File: src/rtl/bje_pkg.sv
package bje_pkg;

  typedef enum logic [1:0] {
    ZS_UNK  = 2'd0,
    ZS_STB  = 2'd1,
    ZS_ZONE = 2'd2
  } zstate_e;

  typedef enum logic [1:0] {
    ZE_NONE   = 2'd0,
    ZE_RISE   = 2'd1,
    ZE_FALL   = 2'd2,
    ZE_GLITCH = 2'd3
  } zend_e;

endpackage

File: src/rtl/bje_classify.sv
module bje_classify
  import bje_pkg::*;
#(
  parameter int CW = 24
) (
  input  logic          clk,
  input  logic          rst_n,
  input  logic          smp_i,
  input  logic [CW-1:0] thr_i,
  output logic          zstart_o,
  output logic          zfrom_o,
  output zend_e         zend_o,
  output logic [CW-1:0] zlen_o,
  output logic [CW-1:0] zspan_o,
  output logic          sat_o
);

  localparam logic [CW-1:0] CMAX = '1;
  localparam logic [CW-1:0] TMIN = CW'(2);
  localparam logic [CW-1:0] ONE  = CW'(1);

  logic          last_q, last_n;
  logic [CW-1:0] run_q, run_n;
  zstate_e       st_q, st_n;
  logic          sv_q, sv_n;
  logic [CW-1:0] zc_q, zc_n;

  logic [CW-1:0] thr_eff;
  logic          same;
  logic          confirm;
  logic [CW-1:0] zc_inc;

  always_comb begin
    thr_eff = (thr_i < TMIN) ? TMIN : thr_i;
    same    = (smp_i == last_q);
    last_n  = smp_i;
    if (!same)                run_n = ONE;
    else if (run_q >= thr_eff) run_n = run_q;
    else                      run_n = run_q + ONE;
    confirm = same && ((run_q + ONE) == thr_eff);
    zc_inc  = (zc_q == CMAX) ? CMAX : (zc_q + ONE);

    st_n     = st_q;
    sv_n     = sv_q;
    zc_n     = zc_q;
    zstart_o = 1'b0;
    zend_o   = ZE_NONE;
    sat_o    = 1'b0;

    case (st_q)
      ZS_UNK: begin
        if (confirm) begin
          st_n = ZS_STB;
          sv_n = smp_i;
        end
      end
      ZS_STB: begin
        if (smp_i != sv_q) begin
          st_n     = ZS_ZONE;
          zc_n     = ONE;
          zstart_o = 1'b1;
        end
      end
      ZS_ZONE: begin
        zc_n  = zc_inc;
        sat_o = (zc_q == CMAX);
        if (confirm) begin
          st_n = ZS_STB;
          sv_n = smp_i;
          if (smp_i == sv_q) zend_o = ZE_GLITCH;
          else if (smp_i)    zend_o = ZE_RISE;
          else               zend_o = ZE_FALL;
        end
      end
      default: st_n = ZS_UNK;
    endcase
  end

  assign zfrom_o = sv_q;
  assign zspan_o = zc_inc;
  assign zlen_o  = zc_inc - thr_eff;

  always_ff @(posedge clk or negedge rst_n) begin
    if (!rst_n) begin
      last_q <= 1'b0;
      run_q  <= '0;
      st_q   <= ZS_UNK;
      sv_q   <= 1'b0;
      zc_q   <= '0;
    end else begin
      last_q <= last_n;
      run_q  <= run_n;
      st_q   <= st_n;
      sv_q   <= sv_n;
      zc_q   <= zc_n;
    end
  end

endmodule

File: src/rtl/bje_cycle.sv
module bje_cycle
  import bje_pkg::*;
#(
  parameter int CW = 24
) (
  input  logic          clk,
  input  logic          rst_n,
  input  logic          zstart_i,
  input  logic          zfrom_i,
  input  zend_e         zend_i,
  input  logic [CW-1:0] zlen_i,
  input  logic [CW-1:0] zspan_i,
  output logic          req_o,
  output logic [CW-1:0] tt_o,
  output logic [CW-1:0] tc_o,
  output logic          sat_o
);

  localparam logic [CW-1:0] CMAX = '1;

  logic          ref_q, ref_n;
  logic [CW-1:0] cyc_q, cyc_n;
  logic [CW-1:0] cand_q, cand_n;
  logic [CW-1:0] rise_q, rise_n;
  logic [CW-1:0] fall_q, fall_n;
  logic [CW:0]   zsum;

  always_comb begin
    sat_o  = ref_q && (cyc_q == CMAX);
    cyc_n  = ref_q ? (sat_o ? CMAX : (cyc_q + CW'(1))) : cyc_q;
    cand_n = (zstart_i && !zfrom_i) ? cyc_q : cand_q;
    ref_n  = ref_q;
    rise_n = rise_q;
    fall_n = fall_q;
    req_o  = 1'b0;

    case (zend_i)
      ZE_RISE: begin
        req_o  = ref_q;
        ref_n  = 1'b1;
        rise_n = zlen_i;
        cyc_n  = zspan_i;
      end
      ZE_FALL: fall_n = zlen_i;
      default: ;
    endcase

    zsum = {1'b0, rise_q} + {1'b0, fall_q};
    tt_o = CW'(zsum >> 1);
    tc_o = cand_q;
  end

  always_ff @(posedge clk or negedge rst_n) begin
    if (!rst_n) begin
      ref_q  <= 1'b0;
      cyc_q  <= '0;
      cand_q <= '0;
      rise_q <= '0;
      fall_q <= '0;
    end else begin
      ref_q  <= ref_n;
      cyc_q  <= cyc_n;
      cand_q <= cand_n;
      rise_q <= rise_n;
      fall_q <= fall_n;
    end
  end

endmodule

File: src/rtl/bje_div.sv
module bje_div #(
  parameter int NW = 40,
  parameter int DV = 24
) (
  input  logic          clk,
  input  logic          rst_n,
  input  logic          start_i,
  input  logic [NW-1:0] num_i,
  input  logic [DV-1:0] den_i,
  output logic          busy_o,
  output logic          done_o,
  output logic [NW-1:0] quo_o
);

  localparam int CNTW = $clog2(NW + 1);

  logic            busy_q, busy_n;
  logic            done_q, done_n;
  logic [CNTW-1:0] cnt_q, cnt_n;
  logic [DV-1:0]   rem_q, rem_n;
  logic [DV-1:0]   den_q, den_n;
  logic [NW-1:0]   quo_q, quo_n;
  logic [DV:0]     shin;
  logic            fits;

  always_comb begin
    shin   = {rem_q, quo_q[NW-1]};
    fits   = (shin >= {1'b0, den_q});
    busy_n = busy_q;
    done_n = 1'b0;
    cnt_n  = cnt_q;
    rem_n  = rem_q;
    den_n  = den_q;
    quo_n  = quo_q;
    if (start_i) begin
      busy_n = 1'b1;
      cnt_n  = CNTW'(NW);
      rem_n  = '0;
      den_n  = den_i;
      quo_n  = num_i;
    end else if (busy_q) begin
      rem_n = fits ? DV'(shin - {1'b0, den_q}) : DV'(shin);
      quo_n = {quo_q[NW-2:0], fits};
      cnt_n = cnt_q - CNTW'(1);
      if (cnt_q == CNTW'(1)) begin
        busy_n = 1'b0;
        done_n = 1'b1;
      end
    end
  end

  always_ff @(posedge clk or negedge rst_n) begin
    if (!rst_n) begin
      busy_q <= 1'b0;
      done_q <= 1'b0;
      cnt_q  <= '0;
      rem_q  <= '0;
      den_q  <= '0;
      quo_q  <= '0;
    end else begin
      busy_q <= busy_n;
      done_q <= done_n;
      cnt_q  <= cnt_n;
      rem_q  <= rem_n;
      den_q  <= den_n;
      quo_q  <= quo_n;
    end
  end

  assign busy_o = busy_q;
  assign done_o = done_q;
  assign quo_o  = quo_q;

endmodule

File: src/rtl/beat_jitter_est.sv
module beat_jitter_est
  import bje_pkg::*;
#(
  parameter int CW = 24,
  parameter int PW = 16
) (
  input  logic             clk,
  input  logic             rst_n,
  input  logic             smp_i,
  input  logic [PW-1:0]    period_ps_i,
  input  logic [CW-1:0]    stable_thr_i,
  output logic [CW-1:0]    tt_o,
  output logic [CW-1:0]    tc_o,
  output logic [PW+CW-1:0] jit_ps_o,
  output logic             valid_o,
  output logic             ovf_o
);

  localparam int DW = PW + CW;

  logic [1:0] rsync_q;
  logic       rst_int_n;

  always_ff @(posedge clk or negedge rst_n) begin
    if (!rst_n) rsync_q <= 2'b00;
    else        rsync_q <= {rsync_q[0], 1'b1};
  end
  assign rst_int_n = rsync_q[1];

  logic          zstart, zfrom, zsat;
  zend_e         zend;
  logic [CW-1:0] zlen, zspan;
  logic          req, csat;
  logic [CW-1:0] cyc_tt, cyc_tc;
  logic          div_busy, div_done, accept;
  logic [DW-1:0] div_quo, div_num;

  bje_classify #(.CW(CW)) u_cls (
    .clk      (clk),
    .rst_n    (rst_int_n),
    .smp_i    (smp_i),
    .thr_i    (stable_thr_i),
    .zstart_o (zstart),
    .zfrom_o  (zfrom),
    .zend_o   (zend),
    .zlen_o   (zlen),
    .zspan_o  (zspan),
    .sat_o    (zsat)
  );

  bje_cycle #(.CW(CW)) u_cyc (
    .clk      (clk),
    .rst_n    (rst_int_n),
    .zstart_i (zstart),
    .zfrom_i  (zfrom),
    .zend_i   (zend),
    .zlen_i   (zlen),
    .zspan_i  (zspan),
    .req_o    (req),
    .tt_o     (cyc_tt),
    .tc_o     (cyc_tc),
    .sat_o    (csat)
  );

  assign accept  = req && !div_busy;
  assign div_num = DW'(period_ps_i) * DW'(cyc_tt);

  bje_div #(.NW(DW), .DV(CW)) u_div (
    .clk     (clk),
    .rst_n   (rst_int_n),
    .start_i (accept),
    .num_i   (div_num),
    .den_i   (cyc_tc),
    .busy_o  (div_busy),
    .done_o  (div_done),
    .quo_o   (div_quo)
  );

  logic [CW-1:0] pend_tt_q, pend_tt_n, pend_tc_q, pend_tc_n;
  logic [CW-1:0] tt_q, tt_n, tc_q, tc_n;
  logic [DW-1:0] jit_q, jit_n;
  logic          vld_q, vld_n;
  logic          ovf_q, ovf_n;

  always_comb begin
    pend_tt_n = accept ? cyc_tt : pend_tt_q;
    pend_tc_n = accept ? cyc_tc : pend_tc_q;
    tt_n      = div_done ? pend_tt_q : tt_q;
    tc_n      = div_done ? pend_tc_q : tc_q;
    jit_n     = div_done ? div_quo   : jit_q;
    vld_n     = div_done;
    ovf_n     = ovf_q | zsat | csat;
  end

  always_ff @(posedge clk or negedge rst_int_n) begin
    if (!rst_int_n) begin
      pend_tt_q <= '0;
      pend_tc_q <= '0;
      tt_q      <= '0;
      tc_q      <= '0;
      jit_q     <= '0;
      vld_q     <= 1'b0;
      ovf_q     <= 1'b0;
    end else begin
      pend_tt_q <= pend_tt_n;
      pend_tc_q <= pend_tc_n;
      tt_q      <= tt_n;
      tc_q      <= tc_n;
      jit_q     <= jit_n;
      vld_q     <= vld_n;
      ovf_q     <= ovf_n;
    end
  end

  assign tt_o     = tt_q;
  assign tc_o     = tc_q;
  assign jit_ps_o = jit_q;
  assign valid_o  = vld_q;
  assign ovf_o    = ovf_q;

endmodule

File: config.mk
export PLATFORM = sky130hd
export DESIGN_NAME = beat_jitter_est
export DESIGN_NICKNAME = d
export VERILOG_FILES = /design/src/rtl/bje_pkg.sv /design/src/rtl/bje_classify.sv /design/src/rtl/bje_cycle.sv /design/src/rtl/bje_div.sv /design/src/rtl/beat_jitter_est.sv
export SDC_FILE = /design/constraint.sdc
export NUM_CORES = 2
export LEC_CHECK = 0
export BUFFER_PORTS_ARGS = -buffer_cell sky130_fd_sc_hd__buf_2
export CAP_MARGIN = 10
export CORE_UTILIZATION = 35
export CTS_BUF_LIST = sky130_fd_sc_hd__clkbuf_8
export CTS_CLUSTER_DIAMETER = 150
export DETAILED_ROUTE_END_ITERATION = 6
export MAX_ROUTING_LAYER = met4
export PLACE_DENSITY = 0.48
export SLEW_MARGIN = 10
export SYNTH_ARGS = -nofsm -noshare
export SYNTH_HDL_FRONTEND = slang
export SYNTH_HIERARCHICAL = 1
export SYNTH_SLANG_ARGS = --single-unit
File: constraint.sdc
create_clock -name clk -period 22.5 [get_ports clk]
set_input_delay 6.75 -clock clk [delete_from_list [all_inputs] [get_ports clk]]
set_output_delay 6.75 -clock clk [all_outputs]
set_load 0.1 [all_outputs]
## Yosys cells after proc, flatten, opt, wreduce, memory -nomap -nowiden

Cells that the tools add are included.

- Register bits: 361
- Latch bits: 0
- Bits in writable memories: 0
- Memory bits (read-only): 0
- Input bits: 43
- Output and inout port bits: 90
- Logic and storage cells: 97
- Memories: 0

- Add/sub/neg operators: 7
- Multipliers: 1
- Div/mod/pow operators: 0
- Magnitude comparators: 3
- Eq/ne operators: 14
- Shift operators: 0
- Multiplexer cells: 33
- Bitwise gates (word level): 2
- Reduce and logical (&&, ||, !) cells: 14

Operator list:

| kind | count |
|---|---|
| two-way mux 24 bit | 11 |
| two-way mux 40 bit | 2 |
| adder 24 x 1 -> 24 bit, second input constant | 3 |
| equality test 24 bit, second input constant | 2 |
| one-hot mux 24 bit (2 select lines) | 1 |
| subtractor 24 bit | 2 |
| multiplier 16 x 24 -> 40 bit | 1 |
| adder 24 x 24 -> 25 bit | 1 |
| >= comparator 25 x 24 -> 1 bit | 1 |
| equality test 24 bit | 1 |
| >= comparator 24 bit | 1 |
| less-than comparator 24 x 2 -> 1 bit, second input constant | 1 |
| two-way mux 2 bit | 6 |
| two-way mux 6 bit | 2 |
| two-way mux 1 bit | 10 |
| equality test 6 x 1 -> 1 bit, second input constant | 1 |
| AND reduction 2 bit | 3 |
| nonzero test 2 bit | 3 |
| subtractor 6 x 1 -> 6 bit, second input constant | 1 |
| equality test 2 x 1 -> 1 bit, second input constant | 2 |
| equality test 2 bit, second input constant | 2 |
| logical AND 1 bit | 4 |
| != test 2 x 1 -> 1 bit, second input constant | 2 |
| one-hot mux 2 bit (2 select lines) | 1 |
| 7 further kinds | 10 |

## Depth between registers and ports, before layout

- Word-level depth: 10
- Depth in mapped cells: 34
- Depth with buffers taken out: 32

## Hierarchy

The synthesis kept the hierarchy.

By module, submodules not included:

| module | instances | cells an instance | area an instance (um^2) | sequential area each (um^2) |
|---|---|---|---|---|
| beat_jitter_est | 1 | 1754 | 17555.6 | 3503.4 |
| bje_div | 1 | 627 | 5694.2 | 2402.3 |
| bje_classify | 1 | 709 | 5621.6 | 1301.2 |
| bje_cycle | 1 | 568 | 5391.4 | 2427.3 |

## Least setup slack after synthesis

OpenSTA, ideal clock, no wires.

- Path kind: input to register
- Start: input period_ps_i[6]
- End: register u_div.quo_q[34], in the netlist u_div/quo_o[34]
- Setup time: 133 ps
- Data arrival time: 12481 ps
- Data required time: 22367 ps
- Setup slack: 9885 ps
- Cell stages on the path: 24
- Buffers on the path: 1
- Path through: clkbuf_1 > nand2_1 > fa_1 > inv_1 > fa_1 > inv_1 > fa_1 > inv_1 > fa_1 > fa_1 > inv_1 > fa_1 > inv_1 > ha_1 > a21o_1 > a311oi_1 > o21ai_1 > a2111oi_1 > nor3_1 > nor3b_2 > o21ai_1 > xor2_1 > nand2_1 > o21ai_0

- Word-level cells in the longest chain between the ends: 2

Ends and longest elaborated chain:

| item | RTL line | RTL |
|---|---|---|
| start, declared | beat_jitter_est.sv:10 | `input logic [PW-1:0] period_ps_i,` |
| multiplier 16 x 24 -> 40 bit | beat_jitter_est.sv:66 | `assign div_num = DW'(period_ps_i) * DW'(cyc_tt);` |
| via div_num[34] | beat_jitter_est.sv:36 | `logic [DW-1:0] div_quo, div_num;` |
| two-way mux 40 bit | bje_div.sv:35 | `if (start_i) begin` |
| end signal, assigned | bje_div.sv:66 | `quo_q <= quo_n;` |
| end, declared | bje_div.sv:22 | `logic [NW-1:0] quo_q, quo_n;` |

The timed path passes the listed nets, and every way through them passes these cells.
A chain may end at the register's enable or synchronous reset.

## Worst setup path in the final report

Same ends and word-level chain as after synthesis.

==> summary.md <==
| Metric | Value |
|---|---|
| CP Cell Sequence | `buf_2 -> nand2_1 -> fa_1 -> inv_1 -> fa_1 -> inv_1 -> fa_1 -> inv_1 -> fa_1 -> fa_1 -> inv_1 -> fa_1 -> inv_1 -> ha_1 -> a21o_1 -> a311oi_1 -> o21ai_1 -> a2111oi_1 -> nor3_1 -> nor3b_2 -> o21ai_1 -> xor2_1 -> nand2_1 -> o21ai_0` |
| Row cnt | `114` |
| Hold/Removal Path Class | `reg -> async` |
| Tightest Pin Transition | `1.12 ns` |
| Ys Warns | `6` |
| Top delay family on crit path | `adder cells` |
| Slowest cell on crit path | `a2111oi_1` |
| Post-synthesis adder-cell area fraction | `0.258` |
| Initial Utilization | `0.354` |
| CTS buffer count | `76` |
| Post-synth top flop | `dfrtp_1` |
| Hpwl dp | `71200 um` |
| Grt ovf | `0` |
| Worst R2R Setup Slack | `12.91 ns` |
| Most frequent CP cell | `fa_1` |
| Yosys top cell area share | `0.281` |
| Post-Layout Cell Count | `5058` |
| Chip width | `315 um` |
| TritonCTS clock tree | `done` |
| Placer Congestion | `~0.84` |
| Largest net degree at the start of global routing | `between 150 and 200` |
| Top post-synthesis cells by area | `dfrtp_1 (28%), fa_1 (18%), ha_1 (7.8%), mux2_2 (6.1%), nand2_1 (5.7%)` |
| Die Span Y | `315 um` |
| Max stage delay on crit path | `0.75 ns` |
| Final hold violations | `0` |
| DR vias/cell | `5.07` |
| # port buffers | `132` |
| Max cap viols | `0` |
| Final min period | `12.91 ns` |
| Number of flops mapped to enable cells by yosys | `0` |
| ANT nets after route | `0` |
| Fill cells | `between 9000 and 10000` |
| Critical Path Sink Type | `flip-flop` |
| Critical Path RT | `23.03 ns` |
| Cell area after synthesis | `0.0343 sq mm` |
| CTS Hold Bufs | `0` |
| Worst-path maximum fanout | `24` |
| Initial antenna violation count | `7` |
| Layout cell share with drive strength beyond 1 | `0.139` |
| Vias | `~26000` |
| Failing checks | `design-rule violations` |
| Setup bufs post-CTS | `0` |
| Unrepaired setup endpoints after global routing | `false` |
| Critical path class | `in -> reg` |
| Leakage | `about 19 nW` |
| Synth unique cells | `98` |
| DIE AREA | `0.0991 sq mm` |
| Mapped Cells | `3658` |
| Compound-Gate Fraction of Synth Area | `0.104` |
| Setup Viol. Count Final | `0` |
| Core area | `0.0969 sq mm` |
| Fin Clk Skew | `0.0568 ns` |
| Syn nets | `4223` |
| Nets@finish | `about 4300` |
| Critical Path Source Type | `input port` |
| Post_cts resized | `0` |
| Max-slew headroom | `0.251` |
| DRC | `22` |
| Area occupied by multi-input gates | `0.0223 sq mm` |
| R2R Path Start | `u_cyc/rise_q[0]$_DFFE_PN0P_` |
| Area leader, netlist | `dfrtp_1` |
| CTS sink cnt | `385` |
| DR pass1 iterations | `7` |
| Vias in the first global route | `26600` |
| Fmax | `between 0.07 and 0.08 GHz` |
| # placed instances | `4924` |
| Ports | `between 100 and 150` |
| Avg WL per Cell | `roughly 19 um` |
| R2r worst-path depth | `33` |
| Largest family of logic cells by synthesized area | `adder cells` |
| XOR/XNOR Fraction of Synth Area | `0.0424` |
| Combined flip-flop and latch cell area | `0.00965 sq mm` |
| Synth-to-Final Area Change | `9.86%` |
| H-tree levels | `3` |
| Worst path arrival time | `13.44 ns` |
| Max Slew Vio Count | `0` |
| GRT Total Usage | `0.204` |
| Maximum VDD drop | `0.0631 mV` |
| Power per Cell Area | `approximately 39 mW/mm^2` |
| CP bufs+invs | `6` |
| Setup TNS | `0 ns` |
| Clk pin slew, worst setup/hold paths | `0.06 ns` |
| RR Endpoint | `u_div/quo_o[34]$_DFFE_PN0P_` |
| DRT Wirelength | `between 90000 and 100000 um` |
| Clk Latency, worst-skew pair | `0.70 ns` |
| First-pass GRT wire length | `153000 um` |
| Clk root buf | `clkbuf_8` |
| Share of the yosys chip area belonging to registers | `0.281` |
| Initial detailed-routing violation count | `1369` |
| Syn Area/Cell | `9.37 sq um` |
| Final Cycle Share | `0.574` |
| Mux contribution to synthesized area | `0.0770` |
| Simple-gate share of the synthesized area | `0.166` |
| Seq cells post-synth | `between 300 and 400` |
| Async set-or-reset flop fraction in the synthesized netlist | `1.00` |
| Clock Tree Buf Depth | `3` |
| Outcome | `complete, but fails checks` |
-- worst max path at each step --
stage | from | to | slack, ns | cells after the start
floorplan | period_ps_i[6] | u_div/quo_o[34]$_DFFE_PN0P_ | 9.89 | 24
global placement | period_ps_i[6] | u_div/quo_o[34]$_DFFE_PN0P_ | 8.95 | 24
detailed placement | period_ps_i[5] | u_div/quo_o[34]$_DFFE_PN0P_ | 8.94 | 24
CTS | period_ps_i[5] | u_div/quo_o[34]$_DFFE_PN0P_ | 9.68 | 24
global route | period_ps_i[6] | u_div/quo_o[34]$_DFFE_PN0P_ | 9.34 | 24
finish | period_ps_i[6] | u_div/quo_o[34]$_DFFE_PN0P_ | 9.59 | 24
-- per-layer routing --
| metal | track usage | share of wire |
|---|---|---|
| met3 | 0.0315 | 0.046 |
| met5 | - | 0 |
| met4 | 0.0729 | 0.034 |
| met1 | 0.261 | 0.45 |
| met2 | 0.327 | 0.47 |
-- cells in the final DEF, fill, tap and decap left out, types with 10 or more instances in the layout --
master	instances
a211oi_1	27
o21a_1	17
a21o_1	50
ha_1	213
nand3_1	61
a311oi_1	20
nor2b_1	22
nor3_1	56
buf_2	132
or3_1	14
buf_4	40
xor2_1	51
nor2_1	147
and2_1	182
nand4_1	36
a31oi_1	18
inv_1	465
mux2i_1	54
dfrtp_1	382
o21ai_1	15
xnor2_1	106
nand2b_1	17
o31ai_1	12
mux2_2	185
nand2_1	517
nor4_1	17
fa_1	309
clkbuf_8	87
a21oi_1	151
o21ai_0	140
and3_1	32
o21bai_1	10
o211ai_1	18
-- power breakdown --
group / internal (mW) / switching [mW]
combinational: 0.0228 / 0.0552
sequential: 0.695 / 0.00431
clock: 0.378 / 0.323
-- Yosys cell counts, types with 56 or more instances --
| cell type | count |
|---|---|
| inv_1 | 433 |
| nor2_1 | 147 |
| mux2_2 | 185 |
| dfrtp_1 | 385 |
| a21oi_1 | 151 |
| o21ai_0 | 141 |
| nand3_1 | 61 |
| clkbuf_1 | 142 |
| xnor2_1 | 114 |
| fa_1 | 309 |
| ha_1 | 213 |
| nor3_1 | 56 |
| nand2_1 | 517 |
| and2_1 | 182 |
-- sequential cells by signal, indices dropped and copies added, names as in the netlist, 2 cells and up --
signal / flops
jit_ps_o: 40
pend_tc_q: 24
pend_tt_q: 24
rsync_q: 2
tc_o: 24
tt_o: 24
u_cls/run_q: 24
u_cls/st_q: 2
u_cls/zc_q: 24
u_cyc/cyc_q: 24
u_cyc/fall_q: 24
u_cyc/rise_q: 24
u_cyc/tc_o: 24
u_div/cnt_q: 6
u_div/den_q: 24
u_div/quo_o: 40
u_div/rem_q: 24
-- cells by family after synthesis --
| family | Yosys count |
|---|---|
| AO/OA/AOI/OAI | 559 |
| XOR/XNOR | 166 |
| adder cells (fa/ha/maj) | 522 |
| buffers and inverters | 618 |
| flip-flops | 385 |
| multiplexers | 240 |
| other | 1 |
| AND/OR/NAND/NOR | 1167 |
-- metrics by stage --
stage          instance area (sq um)  hold slack [ns]  total power [mW]   util  setup slack, ns
2_1_floorplan                  34300            0.331             0.761      -             9.89
3_3_place_gp                   36200            0.334             0.790  0.373             8.95
3_5_place_dp                   36200            0.340             0.791  0.373             8.94
4_1_cts                        37600            0.359              1.51  0.389             9.68
5_1_grt                        37600            0.357              1.55  0.389             9.34
6_report                       37600            0.335              1.48  0.389             9.59
-- layout make-up --
type,count,area share
Antenna cell,3,0.000199
Clock buffer,87,0.0318
Clock inverter,44,0.00751
Inverter,435,0.0434
Multi-Input combinational cell,2655,0.592
Sequential cell,385,0.256
Tap cell,1276,0.0424
Timing Repair Buffer,173,0.0261
-- worst register-to-register path, delay by kind of cell (launching register included) --
| family | cells | cell delay, ns |
|---|---|---|
| compound gates | 6 | 2.26 |
| xor+xnor | 2 | 0.31 |
| fa+ha+maj | 8 | 3.96 |
| buf+inv | 7 | 0.62 |
| flops | 1 | 0.39 |
| simple gates | 10 | 1.87 |
(Power assumes the default switching activity.)
